[src/rtl/dw_pkg.sv]
package dw_pkg;
  localparam int DESC_WORDS = 4;
  localparam int SZ_W       = 13;
  // control word bit positions (decoded by software too)
  localparam int CB_INT_OFF = 1;
  localparam int CB_LAST    = 2;
  localparam int CB_CHAIN   = 4;
  localparam int CB_EOR     = 5;
  localparam int CB_CERR    = 30;
  localparam int CB_OWN     = 31;

  typedef enum logic [2:0] {
    ST_IDLE, ST_FETCH, ST_SUSP, ST_BUF1, ST_BUF2, ST_WB
  } walk_state_e;
endpackage

[src/rtl/dw_ptr.sv]
module dw_ptr #(
  parameter int AW  = 32,
  parameter int SKW = 5
) (
  input  logic          clk_i,
  input  logic          rst_ni,
  input  logic          soft_rst_i,
  input  logic [AW-1:0] base_i,
  input  logic [SKW-1:0] skip_i,
  input  logic          start_i,
  input  logic          advance_i,
  input  logic          chain_i,
  input  logic          eor_i,
  input  logic [AW-1:0] next_ptr_i,
  output logic [AW-1:0] cur_o
);
  localparam int DESC_BYTES = 16;

  logic [AW-1:0] cur_q, next_d;
  logic          need_base_q;

  assign cur_o = need_base_q ? base_i : cur_q;

  always_comb begin
    if (chain_i)    next_d = next_ptr_i;
    else if (eor_i) next_d = base_i;
    else            next_d = cur_q + AW'(DESC_BYTES) + (AW'(skip_i) << 2);
  end

  always_ff @(posedge clk_i or negedge rst_ni) begin
    if (!rst_ni) begin
      cur_q       <= '0;
      need_base_q <= 1'b1;
    end else if (soft_rst_i) begin
      need_base_q <= 1'b1;
    end else if (start_i) begin
      cur_q       <= cur_o;
      need_base_q <= 1'b0;
    end else if (advance_i) begin
      cur_q       <= next_d;
    end
  end
endmodule

[src/rtl/dw_flags.sv]
module dw_flags #(
  parameter int NF = 4
) (
  input  logic          clk_i,
  input  logic          rst_ni,
  input  logic          soft_rst_i,
  input  logic [NF-1:0] set_i,
  output logic [NF-1:0] flag_o
);
  for (genvar g = 0; g < NF; g++) begin : g_flag
    always_ff @(posedge clk_i or negedge rst_ni) begin
      if (!rst_ni)         flag_o[g] <= 1'b0;
      else if (soft_rst_i) flag_o[g] <= 1'b0;
      else if (set_i[g])   flag_o[g] <= 1'b1;
    end
  end
endmodule

[src/rtl/dsc_walker.sv]
module dsc_walker
  import dw_pkg::*;
#(
  parameter int AW  = 32,
  parameter int SKW = 5
) (
  input  logic            clk_i,
  input  logic            rst_ni,
  input  logic            enable_i,
  input  logic            soft_rst_i,
  input  logic            poll_i,
  input  logic            dir_tx_i,
  input  logic [AW-1:0]   base_addr_i,
  input  logic [SKW-1:0]  skip_words_i,
  output logic            mem_req_o,
  output logic            mem_we_o,
  output logic [AW-1:0]   mem_addr_o,
  output logic [31:0]     mem_wdata_o,
  input  logic            mem_ack_i,
  input  logic [31:0]     mem_rdata_i,
  output logic            xfer_req_o,
  output logic [AW-1:0]   xfer_addr_o,
  output logic [SZ_W-1:0] xfer_len_o,
  input  logic            xfer_done_i,
  output logic            busy_o,
  output logic            tx_done_o,
  output logic            rx_done_o,
  output logic            dsc_unavail_o,
  output logic            card_err_o
);
  localparam int WIW = $clog2(DESC_WORDS);
  localparam int NFLAG = 4;

  walk_state_e    st_q;
  logic [WIW-1:0] widx_q;
  logic [31:0]    wrd_q [DESC_WORDS];
  logic [AW-1:0]  cur;
  logic [SZ_W-1:0] size1, size2;
  logic           need1, need2, chain, go, start, advance;
  logic           own_miss, own_hit, done_set;
  logic [NFLAG-1:0] set_v, flag_v;
  logic           unused_sz_hi;

  assign chain        = wrd_q[0][CB_CHAIN];
  assign size1        = wrd_q[1][SZ_W-1:0];
  assign size2        = wrd_q[1][2*SZ_W-1:SZ_W];
  assign unused_sz_hi = ^wrd_q[1][31:2*SZ_W];
  assign need1        = size1 != '0;
  assign need2        = !chain && (size2 != '0);
  assign go           = enable_i && poll_i && !soft_rst_i;
  assign start        = (st_q == ST_IDLE) && go;
  assign advance      = (st_q == ST_WB) && mem_ack_i && !soft_rst_i;

  assign own_miss = (st_q == ST_FETCH) && mem_ack_i && (widx_q == '0) && !mem_rdata_i[CB_OWN];
  assign own_hit  = (st_q == ST_FETCH) && mem_ack_i && (widx_q == '0) && mem_rdata_i[CB_OWN];
  assign done_set = advance && wrd_q[0][CB_LAST] && !wrd_q[0][CB_INT_OFF];

  always_ff @(posedge clk_i or negedge rst_ni) begin
    if (!rst_ni) begin
      st_q   <= ST_IDLE;
      widx_q <= '0;
      for (int i = 0; i < DESC_WORDS; i++) wrd_q[i] <= '0;
    end else if (soft_rst_i) begin
      st_q   <= ST_IDLE;
      widx_q <= '0;
    end else begin
      case (st_q)
        ST_IDLE: if (go) begin
          st_q   <= ST_FETCH;
          widx_q <= '0;
        end
        ST_FETCH: if (mem_ack_i) begin
          wrd_q[widx_q] <= mem_rdata_i;
          if (own_miss) begin
            st_q <= ST_SUSP;
          end else begin
            widx_q <= widx_q + 1'b1;
            if (widx_q == WIW'(DESC_WORDS - 1)) st_q <= ST_BUF1;
          end
        end
        ST_SUSP: if (go) st_q <= ST_FETCH;
        ST_BUF1: if (!need1 || xfer_done_i) st_q <= ST_BUF2;
        ST_BUF2: if (!need2 || xfer_done_i) st_q <= ST_WB;
        ST_WB: if (mem_ack_i) begin
          st_q   <= wrd_q[0][CB_LAST] ? ST_IDLE : ST_FETCH;
          widx_q <= '0;
        end
        default: st_q <= ST_IDLE;
      endcase
    end
  end

  dw_ptr #(.AW(AW), .SKW(SKW)) u_ptr (
    .clk_i      (clk_i),
    .rst_ni     (rst_ni),
    .soft_rst_i (soft_rst_i),
    .base_i     (base_addr_i),
    .skip_i     (skip_words_i),
    .start_i    (start),
    .advance_i  (advance),
    .chain_i    (chain),
    .eor_i      (wrd_q[0][CB_EOR]),
    .next_ptr_i (AW'(wrd_q[3])),
    .cur_o      (cur)
  );

  assign set_v = {own_hit && mem_rdata_i[CB_CERR], own_miss,
                  done_set && !dir_tx_i, done_set && dir_tx_i};

  dw_flags #(.NF(NFLAG)) u_flags (
    .clk_i      (clk_i),
    .rst_ni     (rst_ni),
    .soft_rst_i (soft_rst_i),
    .set_i      (set_v),
    .flag_o     (flag_v)
  );

  assign tx_done_o     = flag_v[0];
  assign rx_done_o     = flag_v[1];
  assign dsc_unavail_o = flag_v[2];
  assign card_err_o    = flag_v[3];

  assign busy_o      = st_q != ST_IDLE;
  assign mem_req_o   = (st_q == ST_FETCH) || (st_q == ST_WB);
  assign mem_we_o    = st_q == ST_WB;
  assign mem_addr_o  = (st_q == ST_WB) ? cur : cur + AW'({widx_q, 2'b00});
  assign mem_wdata_o = {1'b0, wrd_q[0][30:0]};

  assign xfer_req_o  = ((st_q == ST_BUF1) && need1) || ((st_q == ST_BUF2) && need2);
  assign xfer_addr_o = (st_q == ST_BUF2) ? AW'(wrd_q[3]) : AW'(wrd_q[2]);
  assign xfer_len_o  = (st_q == ST_BUF2) ? size2 : size1;


  mem_hold_chk: assert property (@(posedge clk_i) disable iff (!rst_ni)
    mem_req_o && !mem_ack_i && !soft_rst_i |=> mem_req_o && $stable(mem_addr_o));

  xfer_hold_chk: assert property (@(posedge clk_i) disable iff (!rst_ni)
    xfer_req_o && !xfer_done_i && !soft_rst_i |=> xfer_req_o && $stable(xfer_addr_o));

  zero_len_chk: assert property (@(posedge clk_i) disable iff (!rst_ni)
    xfer_req_o |-> xfer_len_o != '0);

  unavail_stop_chk: assert property (@(posedge clk_i) disable iff (!rst_ni)
    $rose(dsc_unavail_o) |-> !mem_req_o && busy_o);

  tx_after_wb_chk: assert property (@(posedge clk_i) disable iff (!rst_ni)
    $rose(tx_done_o) |-> $past(mem_req_o && mem_we_o && mem_ack_i));
endmodule

[config.mk]
export PLATFORM = sky130hd
export DESIGN_NAME = dsc_walker
export DESIGN_NICKNAME = d
export VERILOG_FILES = /design/src/rtl/dw_pkg.sv /design/src/rtl/dw_ptr.sv /design/src/rtl/dw_flags.sv /design/src/rtl/dsc_walker.sv
export SDC_FILE = /design/constraint.sdc
export NUM_CORES = 1
export LEC_CHECK = 0
export BUFFER_PORTS_ARGS = -buffer_cell sky130_fd_sc_hd__buf_2
export CORE_MARGIN = 2
export CORE_UTILIZATION = 40
export CTS_CLUSTER_DIAMETER = 30
export DETAILED_ROUTE_END_ITERATION = 6
export PLACE_DENSITY = 0.65
export SLEW_MARGIN = 20
export SYNTH_ARGS = -nofsm -noshare
export SYNTH_HDL_FRONTEND = slang
export SYNTH_SLANG_ARGS = --single-unit
[constraint.sdc]
create_clock -name clk_i -period 3.7 [get_ports clk_i]
set_input_delay 0.74 -clock clk_i [delete_from_list [all_inputs] [get_ports clk_i]]
set_output_delay 0.74 -clock clk_i [all_outputs]
set_load 0.03 [all_outputs]
==> impl_metrics.toml <==
[yosys]
synthCells = 925
ys_seq_elements = 163
async_flop_share_pct = 100.0
yosysWarnings = 0
yosysTopAreaCellShare_pct = 41.69
dominantRegCellSynth = "dfrtp_1"
syn_area_mm2 = 0.009724
synth-edff-count = 0
syn-mean-instance-area_um2 = 10.51
syn_nets = 1020
ys_seq_area_share_pct = 41.96
yosysTopAreaCell = "dfrtp_1"
synthTopCellsByArea = "dfrtp_1 42%, mux2_2 20%, mux2i_1 2.8%"
yosysUniqueCellTypes = 70

[layout]
seq_area_mm2 = 0.004080
nets = 1193
nFillCells = 2282
drive_gt1_share_pct = 45.41
multi_input_area_mm2 = 0.005410
syn_to_final_growth_pct = 23.84
diodes = 0
final_cell_area_mm2 = 0.01204

[critical_path]
cp-end-kind = "output pin"
crit_slowest_cell = "dfstp_2"
start_kind = "register"
worst-path-max-fanout = 11
crit_top_cell = "buf_4"
crit_family = "buffers and inverters"
worstPathRequired_ns = 2.96
path_class = "register to output pin"
slowest_delay_ns = 0.60
cp.arrival_ns = 2.87
crit_chain = "buf_6, buf_16, nand4_1, a211oi_2, buf_4, nand4b_1, buf_4, nand2b_4, nor2_2, xnor2_2, clkbuf_4"
cp_num_buf_inv = 5

[global_route]
grt_pass1_wl_mm = 45.43
grtUsageTotal_pct = 22.70
grt_overflow_total = 0
grt_max_degree = 85
grt_antenna_before_repair = 0
grt_pass1_vias = 7936

[timing]
min_period_over_period_pct = 97.50
slew_violations = 0
fin_skew_ns = 0.008881
finalSetupTns_ns = 0
tightest_slew_ns = 0.9027
setup_viol = 0
finalCriticalPeriod_ns = 3.608
fmax_mhz = 277.2
finalHoldViolCount = 0
rsz0062_at_grt = "yes"
relSlewSlack_pct = 39.68

[detailed_routing]
drc_errors = 0
drtPass1Iterations = 6
wl_mm = 29.31
drt_iter0_drc = 688
vias = 7996
ant_nets = 0
vias_per_cell = 5.576
wl_per_cell_um = 20.44

[clock_network]
cts.sinks = 163
cts_root_buffer = "clkbuf_16"
insertion_delay_ns = 0.42
numCtsBuffers = 17
cts_tree = "built"
clk_path_buf_depth = 2
ctsHoldBuffers = 0
htreeDepth = 4
clkTransAtPathRegs_ns = 0.07

[power]
p_clk_share_pct = 24.1
p_comb_share_pct = 39.2
power_leakage_nw = 5.797
ir_drop_mv = 0.4433
power_frac_seq_pct = 36.7
pwr_density_cell_mw_per_mm2 = 613.1
power.net_switching_w = 0.003007
p_int_w = 0.004376
swShare_pct = 40.73

[floorplanning]
die_w_um = 159.9
die-area_mm2 = 0.02557
initial_core_util_pct = 40.34
num_rows = 57
coreArea_mm2 = 0.02411
die_h_um = 159.9
num_io_pins = 194

[place]
dpl-instance-area_mm2 = 0.01113
io_buffers = 192
gp_congestion = 0.9143
dp_hpwl_mm = 21.47

[min_path]
hold_path_class = "input port to asynchronous set/reset pin"

[status]
status = "finished clean"

[job]
cap_violations = 0
area by class of cell:
class | instances | share of cell area (%)
clock buffer | 18 | 3.647
tap | 324 | 3.366
sequential | 163 | 33.88
clock inverter | 13 | 1.247
inverter | 19 | 0.5922
multi-input combinational | 654 | 44.92
timing repair buffer | 243 | 12.34
Yosys cell counts, types with 4 or more instances:
master and number:
mux2_2 171, dfrtp_1 162, nand2_1 71, nor2_1 43, a21oi_1 37, buf_4 33, clkbuf_1 32, nand3_1 28
mux2i_1 27, o21ai_0 27, xnor2_1 24, xor2_1 21, inv_1 18, buf_2 17, nand4_1 17, ha_1 16
nor3_1 15, o21ai_1 13, a22oi_1 10, o22ai_1 10, nor4_1 8, a222oi_1 7, and2_1 7, and3_1 5
and4_1 5, buf_1 5, nor2b_1 5, o211ai_1 5, o21a_1 5, a21o_1 4, a221o_1 4, nand2b_1 4
nand4b_1 4, or3_1 4
sequential cells by signal, indices dropped and copies added (netlist names):
| register | cells |
|---|---|
| st_q | 3 |
| u_ptr.cur_q | 32 |
| size2 | 13 |
| size1 | 13 |
| u_flags.flag_o | 4 |
| wrd_q | 64 |
| u_ptr.need_base_q | 1 |
| mem_wdata_o | 31 |
| widx_q | 2 |
layout by cell type, fill, tap and decap left out, types with 14 or more instances in the layout:
cell type	synthesis	layout
clkbuf_16	0	18
nand2_1	71	71
mux2i_1	27	21
ha_1	16	15
o21ai_1	13	14
dfrtp_1	162	162
o21ai_0	27	26
nor2_1	43	37
nand4_1	17	17
a21oi_1	37	36
inv_1	18	16
mux2_2	171	171
buf_4	33	46
nand3_1	28	27
buf_2	17	182
timing repair:
| action | CTS | global route |
|---|---|---|
| setup endpoints to repair | 16 | 16 |
| pin swaps | 4 | 13 |
| hold endpoints to repair | 0 | 0 |
| resized for setup | 10 | 42 |
| setup buffers | 2 | 8 |
| cloned | 1 | 1 |
worst reg2reg max path: stages (launching register included):
cell and delay, ns:
dfrtp_1 0.41, ha_1 0.29, ha_1 0.18, inv_1 0.06, fa_1 0.37, nor2b_1 0.20, o211ai_1 0.26, a21o_1 0.33
or3_1 0.40, or3b_1 0.38, nand3_1 0.09
logic make-up (layout without fill, tap and decap cells):
| kind of cell | Yosys count | after routing | share of synthesized area (%) |
|---|---|---|---|
| simple gates | 232 | 232 | 12.16 |
| buf+inv | 108 | 293 | 5.816 |
| other cells | 1 | 1 | 0.03856 |
| fa+ha+maj | 18 | 18 | 2.470 |
| flops | 163 | 163 | 41.96 |
| mux | 198 | 198 | 22.58 |
| xor+xnor | 45 | 45 | 4.053 |
| compound gates | 160 | 160 | 10.92 |
per-layer routing:
metal  vias to the layer above  track usage [%]  share of wire [%]
met5                         -                0                  0
met4                         0            5.364                1.6
met3                        34            5.662                7.9
met2                       318            36.66                 47
met1                      3946            30.87                 43
li1                       3698                -                  -
power groups by stage:
| stage | logic [W] | registers, W | clock network, W |
|---|---|---|---|
| global route | 0.00313 | 0.00277 | 0.00189 |
| floorplan | 0.00242 | 0.00246 | 0 |
| global placement | 0.00276 | 0.00270 | 0 |
| finish | 0.00289 | 0.00271 | 0.00178 |
| detailed placement | 0.00279 | 0.00272 | 0 |
| CTS | 0.00283 | 0.00269 | 0.00182 |
metrics by stage:
step / utilization [%] / setup slack [ns] / power, W / cells / hold WS [ns]
after floorplan: - / -0.007401 / 0.004881 / 925 / 0.4444
after global placement: 46.15 / 0.1465 / 0.005459 / 1391 / 0.4613
after detailed placement: 46.15 / 0.1181 / 0.005506 / 1391 / 0.4796
after CTS: 48.97 / -0.002455 / 0.007349 / 1425 / 0.2327
after global routing: 49.96 / -0.04293 / 0.007800 / 1434 / 0.2412
final: 49.96 / 0.09244 / 0.007383 / 1434 / 0.2367
worst paths after layout:
path / from / endpoint / slack (ns) / cells past startpoint
worst max-delay path: u_ptr.need_base_q$_DFFE_PN1P_ / mem_addr_o[27] / 0.09 / 11
worst min-delay path: rst_ni / mem_wdata_o[22]$_DFFE_PN0P_ / 0.24 / 1
worst max register to register: u_ptr.cur_q[3]$_DFFE_PN0P_ / u_ptr.cur_q[27]$_DFFE_PN0P_ / 0.67 / 10
worst min register to register: u_ptr.cur_q[1]$_DFFE_PN0P_ / u_ptr.cur_q[1]$_DFFE_PN0P_ / 0.49 / 2
max in group asynchronous: rst_ni / mem_wdata_o[15]$_DFFE_PN0P_ / 2.54 / 2
min in group clk_i: u_ptr.cur_q[1]$_DFFE_PN0P_ / u_ptr.cur_q[1]$_DFFE_PN0P_ / 0.49 / 2
No activity file was read; power rests on OpenSTA's default activity.
